==> src/rtl/tdr_pkg.sv <==
package tdr_pkg;
  localparam int LEN_W  = 16;
  localparam int BUF_AW = 32;
  localparam int BYTE_W = 8;

  typedef struct packed {
    logic              ready;
    logic              wrap;
    logic              eof;
    logic [LEN_W-1:0]  len;
    logic [BUF_AW-1:0] buf_addr;
  } desc_t;

  localparam int DESC_W = $bits(desc_t);

  typedef enum logic [2:0] {
    ST_IDLE, ST_DREQ, ST_DWAIT, ST_BREQ, ST_BWAIT, ST_BSEND, ST_CLOSE
  } eng_state_t;
endpackage

==> src/rtl/tdr_ptr.sv <==
module tdr_ptr #(
  parameter int DPTR_W = 3
) (
  input  logic              clk,
  input  logic              rst,
  input  logic [DPTR_W-1:0] base,
  input  logic              host_we,
  input  logic              host_ok,
  input  logic [DPTR_W-1:0] host_wdata,
  input  logic              adv,
  input  logic              wrap_flag,
  output logic [DPTR_W-1:0] ptr
);
  localparam logic [DPTR_W-1:0] TOP_IDX = {DPTR_W{1'b1}};

  logic [DPTR_W-1:0] next_idx;

  always_comb begin
    if (wrap_flag || ptr == TOP_IDX) next_idx = base;
    else                             next_idx = ptr + 1'b1;
  end

  always_ff @(posedge clk) begin
    if (rst)                       ptr <= base;
    else if (adv)                  ptr <= next_idx;
    else if (host_we && host_ok)   ptr <= host_wdata;
  end
endmodule

==> src/rtl/tdr_fetch.sv <==
module tdr_fetch #(
  parameter int AW = 32,
  parameter int LW = 16
) (
  input  logic          clk,
  input  logic          rst,
  input  logic          load,
  input  logic [AW-1:0] ld_addr,
  input  logic [LW-1:0] ld_len,
  input  logic          step,
  output logic [AW-1:0] rd_addr,
  output logic          remain_zero
);
  logic [LW-1:0] remain;

  always_ff @(posedge clk) begin
    if (rst) begin
      rd_addr <= '0;
      remain  <= '0;
    end else if (load) begin
      rd_addr <= ld_addr;
      remain  <= ld_len;
    end else if (step) begin
      rd_addr <= rd_addr + 1'b1;
      remain  <= remain - 1'b1;
    end
  end

  assign remain_zero = (remain == '0);
endmodule

==> src/rtl/tdr_txreg.sv <==
module tdr_txreg #(
  parameter int DW = 8
) (
  input  logic          clk,
  input  logic          rst,
  input  logic          load,
  input  logic [DW-1:0] ld_data,
  input  logic          ld_last,
  input  logic          ready,
  output logic          valid,
  output logic [DW-1:0] data,
  output logic          last
);
  always_ff @(posedge clk) begin
    if (rst) begin
      valid <= 1'b0;
      data  <= '0;
      last  <= 1'b0;
    end else if (load) begin
      valid <= 1'b1;
      data  <= ld_data;
      last  <= ld_last;
    end else if (valid && ready) begin
      valid <= 1'b0;
    end
  end
endmodule

==> src/rtl/tdr_engine.sv <==
module tdr_engine
  import tdr_pkg::*;
#(
  parameter int DPTR_W = 3
) (
  input  logic                  clk,
  input  logic                  rst,
  input  logic                  cfg_enable,
  input  logic [DPTR_W-1:0]     cfg_ring_base,
  input  logic                  host_ptr_we,
  input  logic [DPTR_W-1:0]     host_ptr_wdata,
  output logic [DPTR_W-1:0]     desc_ptr,
  output logic                  desc_rd_en,
  output logic [DPTR_W-1:0]     desc_rd_addr,
  input  logic [DESC_W-1:0]     desc_rd_data,
  output logic                  desc_wr_en,
  output logic [DPTR_W-1:0]     desc_wr_addr,
  output logic [DESC_W-1:0]     desc_wr_data,
  output logic                  mem_rd_en,
  output logic [BUF_AW-1:0]     mem_rd_addr,
  input  logic [BYTE_W-1:0]     mem_rd_data,
  output logic                  tx_valid,
  output logic [BYTE_W-1:0]     tx_data,
  output logic                  tx_last,
  input  logic                  tx_ready
);
  eng_state_t state, state_nx;
  desc_t      fetched, held;
  logic       remain_zero;
  logic       close_now;

  assign fetched   = desc_t'(desc_rd_data);
  assign close_now = (state == ST_CLOSE);

  always_comb begin
    state_nx = state;
    unique case (state)
      ST_IDLE:  if (cfg_enable) state_nx = ST_DREQ;
      ST_DREQ:  state_nx = cfg_enable ? ST_DWAIT : ST_IDLE;
      ST_DWAIT: begin
        if (!fetched.ready)          state_nx = cfg_enable ? ST_DREQ : ST_IDLE;
        else if (fetched.len == '0)  state_nx = ST_CLOSE;
        else                         state_nx = ST_BREQ;
      end
      ST_BREQ:  state_nx = ST_BWAIT;
      ST_BWAIT: state_nx = ST_BSEND;
      ST_BSEND: if (tx_valid && tx_ready) state_nx = remain_zero ? ST_CLOSE : ST_BREQ;
      ST_CLOSE: state_nx = ST_DREQ;
      default:  state_nx = ST_IDLE;
    endcase
  end

  always_ff @(posedge clk) begin
    if (rst) begin
      state <= ST_IDLE;
      held  <= '0;
    end else begin
      state <= state_nx;
      if (state == ST_DWAIT) held <= fetched;
    end
  end

  tdr_ptr #(.DPTR_W(DPTR_W)) u_ptr (
    .clk        (clk),
    .rst        (rst),
    .base       (cfg_ring_base),
    .host_we    (host_ptr_we),
    .host_ok    (state == ST_IDLE && !cfg_enable),
    .host_wdata (host_ptr_wdata),
    .adv        (close_now),
    .wrap_flag  (held.wrap),
    .ptr        (desc_ptr)
  );

  tdr_fetch #(.AW(BUF_AW), .LW(LEN_W)) u_fetch (
    .clk         (clk),
    .rst         (rst),
    .load        (state == ST_DWAIT && fetched.ready),
    .ld_addr     (fetched.buf_addr),
    .ld_len      (fetched.len),
    .step        (state == ST_BREQ),
    .rd_addr     (mem_rd_addr),
    .remain_zero (remain_zero)
  );

  tdr_txreg #(.DW(BYTE_W)) u_tx (
    .clk     (clk),
    .rst     (rst),
    .load    (state == ST_BWAIT),
    .ld_data (mem_rd_data),
    .ld_last (held.eof && remain_zero),
    .ready   (tx_ready),
    .valid   (tx_valid),
    .data    (tx_data),
    .last    (tx_last)
  );

  always_comb begin
    desc_t wb;
    wb           = held;
    wb.ready     = 1'b0;
    desc_wr_data = DESC_W'(wb);
  end

  assign desc_rd_en   = (state == ST_DREQ);
  assign desc_rd_addr = desc_ptr;
  assign desc_wr_en   = close_now;
  assign desc_wr_addr = desc_ptr;
  assign mem_rd_en    = (state == ST_BREQ);
endmodule

==> config.mk <==
export PLATFORM = sky130hd
export DESIGN_NAME = tdr_engine
export DESIGN_NICKNAME = d
export VERILOG_FILES = /design/src/rtl/tdr_pkg.sv /design/src/rtl/tdr_ptr.sv /design/src/rtl/tdr_fetch.sv /design/src/rtl/tdr_txreg.sv /design/src/rtl/tdr_engine.sv
export SDC_FILE = /design/constraint.sdc
export NUM_CORES = 1
export LEC_CHECK = 0
export BUFFER_PORTS_ARGS = -buffer_cell sky130_fd_sc_hd__buf_2
export CAP_MARGIN = 40
export CORE_ASPECT_RATIO = 0.5
export CORE_UTILIZATION = 30
export DETAILED_ROUTE_END_ITERATION = 6
export PLACE_DENSITY = 0.64
export SLEW_MARGIN = 20
export SYNTH_ARGS = -nofsm -noshare
export SYNTH_HDL_FRONTEND = slang
export SYNTH_SLANG_ARGS = --single-unit
==> constraint.sdc <==
create_clock -name clk -period 1.8 [get_ports clk]
set_input_delay 0.09 -clock clk [delete_from_list [all_inputs] [get_ports clk]]
set_output_delay 0.09 -clock clk [all_outputs]
set_load 0.005 [all_outputs]
==> flow_summary.toml <==
[finish]
final_core_util_pct = 45.92
nets = 997
fin_area_mm2 = 0.008048
drive_gt1_share_pct = 32.73
diodes = 0
instances_no_fill = 1169
syn_to_final_growth_pct = 48.65

[grt]
grt_pass1_wl_um = 28280
antenna_found_initial = 0
grt_util_met2_pct = 31.85
grt_max_degree = 62
grt-busiest-layer = "met2"
use_met3_pct = 3.810
met1_usage_pct = 24.56
overflow = 0
grt_pass1_vias = 5571
track_usage_pct = 19.33

[cts]
cts_sinks = 114
htreeDepth = 4
numCtsBuffers = 17
clockBufferDepth = 2
clkTransAtPathRegs_ns = 0.06
clk_latency_ns = 0.42
clock-root-buffer = "clkbuf_16"
cts_tree = "yes"

[drt]
drt-initial-drc-count = 391
avgViaCountPerCell = 4.991
drtPass1Iterations = 5
postRouteAntennaNets = 0
vias = 5835
drc = 0
wire_per_inst_um = 15.51
totalWireLength_um = 18130

[die]
fp.dieH_um = 96.99
start_util_pct = 30.89
die-area_mm2 = 0.01862
fp-row-count = 34
coreArea_mm2 = 0.01753
die_w_um = 192.0
io_pins = 175

[power_and_ir_drop]
power.switching_mw = 1.588
irDropWorstVdd_mv = 0.7280
leakage_nw = 3.383
p_clk_share_pct = 50.0
p_int_mw = 4.787
switching_share_pct = 24.91
p_total_mw = 6.375
power_density_mw_per_mm2 = 792.2
pwr-share-seq_pct = 41.1
combPwrFrac_pct = 8.9

[timing]
skew_ns = 0.009563
worst_pin_slew_ns = 0.6858
rsz0062_at_grt = "yes"
finalSetupViolCount = 5
post-route-min-period_ns = 1.846
slew_headroom_pct = 54.28
setup_ws_ns = -0.04572
drv_slew = 0
hold_viol = 0
fin_crit_sh_pct = 102.5
fmax_mhz = 541.8

[synth]
synth_area_mm2 = 0.005414
synth_nets = 739
async_flop_share_pct = 0
synth_seq_cells = 114
yosysUniqueCellTypes = 69
synth_top_area_share_pct = 41.04
synth_edf_count = 3
yosys-top-cells-area = "dfxtp_1, nand2_1, a21oi_1"
netlist_instances = 664
synth_flop_cell = "dfxtp_1"
synth_area_leader_cell = "dfxtp_1"
synth.avg_cell_area_um2 = 8.154
synth-seq-area-share_pct = 42.71
yosys_warnings = 0

[worst_setup_path]
cpPeakStageDelay_ns = 0.57
crit_fanout = 4
worstPathCellList = "or4_4 -> or3_1 -> o311ai_1 -> a21oi_1"
required_ns = 2.07
path_class = "reg2reg"
endpoint_kind = "flip-flop"
critPathSlowestCell = "or4_4"
path_buf_inv = 0
arrival_ns = 2.12
startpoint_type = "flip-flop"
critPathTopFamily = "simple AND/OR/NAND/NOR gates"

[placed_design]
place.gp.congestion = 0.8448
placed_area_mm2 = 0.006746
post-dp-hpwl_um = 11910
port_buffers = 173
dpl.cell_count = 1072

[outcome]
status = "finished, violations left"
failed_checks = "negative setup slack"

[job]
drv_cap = 0

[worst_hold_path]
min_path_type = "in2reg"
area by class of cell:
type,count,area [um2]
clock inverter,11,90.09
clock buffer,21,450.4
fill,1705,9479
tap,234,292.8
timing repair buffer,293,1966
sequential,114,2321
inverter,7,31.28
multi-input combinational,489,2897
power groups by stage:
| stage | Combinational (mW) | Clock [mW] | Sequential [mW] |
|---|---|---|---|
| 2_1_floorplan | 0.215 | 0 | 2.68 |
| 3_3_place_gp | 0.427 | 0 | 2.67 |
| 3_5_place_dp | 0.432 | 0 | 2.67 |
| 4_1_cts | 0.539 | 3.23 | 2.62 |
| 5_1_grt | 0.615 | 3.36 | 2.62 |
| 6_report | 0.565 | 3.19 | 2.62 |
worst reg2reg max path: stages (launching register included):
cell      delay, ns
dfxtp_2        0.32
or4_4          0.57
or3_1          0.41
o311ai_1       0.28
a21oi_1        0.13
path summary, 6_finish.rpt:
path                                        from                         endpoint  slack [ns]  cells after the start
setup reg to reg  u_fetch.remain[5]$_SDFFE_PP0P_  u_fetch.remain[12]$_SDFFE_PP0P_       -0.05                      4
setup / recovery  u_fetch.remain[5]$_SDFFE_PP0P_  u_fetch.remain[12]$_SDFFE_PP0P_       -0.05                      4
hold / removal                  cfg_ring_base[2]           u_ptr.ptr[2]$_DFFE_PP_        0.06                      3
hold reg to reg     desc_wr_data[5]$_SDFFE_PP0N_     desc_wr_data[5]$_SDFFE_PP0N_        0.45                      2
flip-flops by register name (all words and copies together) (netlist names):
name	count
u_ptr.ptr	3
state	3
u_tx.last	1
u_tx.data	8
u_tx.valid	1
u_fetch.rd_addr	32
desc_wr_data	50
u_fetch.remain	16
what timing repair did:
action | 4_1_cts | 5_1_grt
gates resized for setup | 0 | 29
hold buffers | 62 | 0
setup endpoints to repair | 0 | 34
setup buffers | 0 | 3
endpoints found under the hold margin | 94 | 0
cells in the final DEF, fill, tap and decap left out, drive strengths merged, types with 2 or more instances in the layout:
cell type,netlist,routed
a222oi,3,3
a22o,2,2
a221oi,3,3
and2,2,2
dlygate4sd3,0,62
and3,11,11
o21ai,12,12
nand3b,2,2
ha,5,5
o311ai,5,5
o41ai,3,3
a21oi,72,72
nor2,52,52
xor2,13,13
dfxtp,111,111
inv,7,7
buf,20,231
and4,7,7
or3,5,5
a31oi,7,7
nand3,17,17
nand2,148,148
clkbuf,33,21
or4,2,2
nor4,15,15
nor2b,3,3
nor3,17,17
nand2b,4,4
xnor2,12,12
o221ai,3,3
clkinv,0,6
edfxtp,3,3
a41oi,2,2
a22oi,3,3
a211oi,25,25
nand4,15,15
clkinvlp,0,4
mux2i,3,3
o211ai,2,2
logic make-up (layout without fill, tap and decap cells):
group	after synthesis	in the layout	synth area share [%]
flip-flops	114	114	42.71
multiplexers	3	3	0.5547
other	1	1	0.06927
AND/OR/NAND/NOR	305	305	27.85
AO/OA/AOI/OAI	150	150	17.82
XOR/XNOR	25	25	4.044
buffers and inverters	61	332	5.801
adder cells (fa/ha/maj)	5	5	1.156
Yosys cell counts (all sizes together), types with 7 or more instances:
library cell and instances:
clkbuf 33, a211oi 25, and4 7, a21oi 72, nor2 52, nor3 17, xor2 13, and3 11
xnor2 12, nand3 17, dfxtp 111, nand4 15, buf 20, nand2 148, inv 7, nor4 15
a31oi 7, o21ai 12
per-stage QoR:
step	hold WS, ns	setup WS, ns	TNS (ns)
2_1_floorplan	0.2260	0.01032	0
3_3_place_gp	0.3311	0.01959	0
3_5_place_dp	0.3360	0.01602	0
4_1_cts	0.03569	0.003165	0
5_1_grt	0.05865	-0.09907	-0.6599
6_report	0.05855	-0.04572	-0.1935
per-layer routing:
layer  vias to the layer above  wire (um)
met5                         -          0
met4                         0        487
met3                        41        903
met2                       178       8564
met1                      2751       8171
li1                       2865          -
No activity file was read; power rests on OpenSTA's default activity.
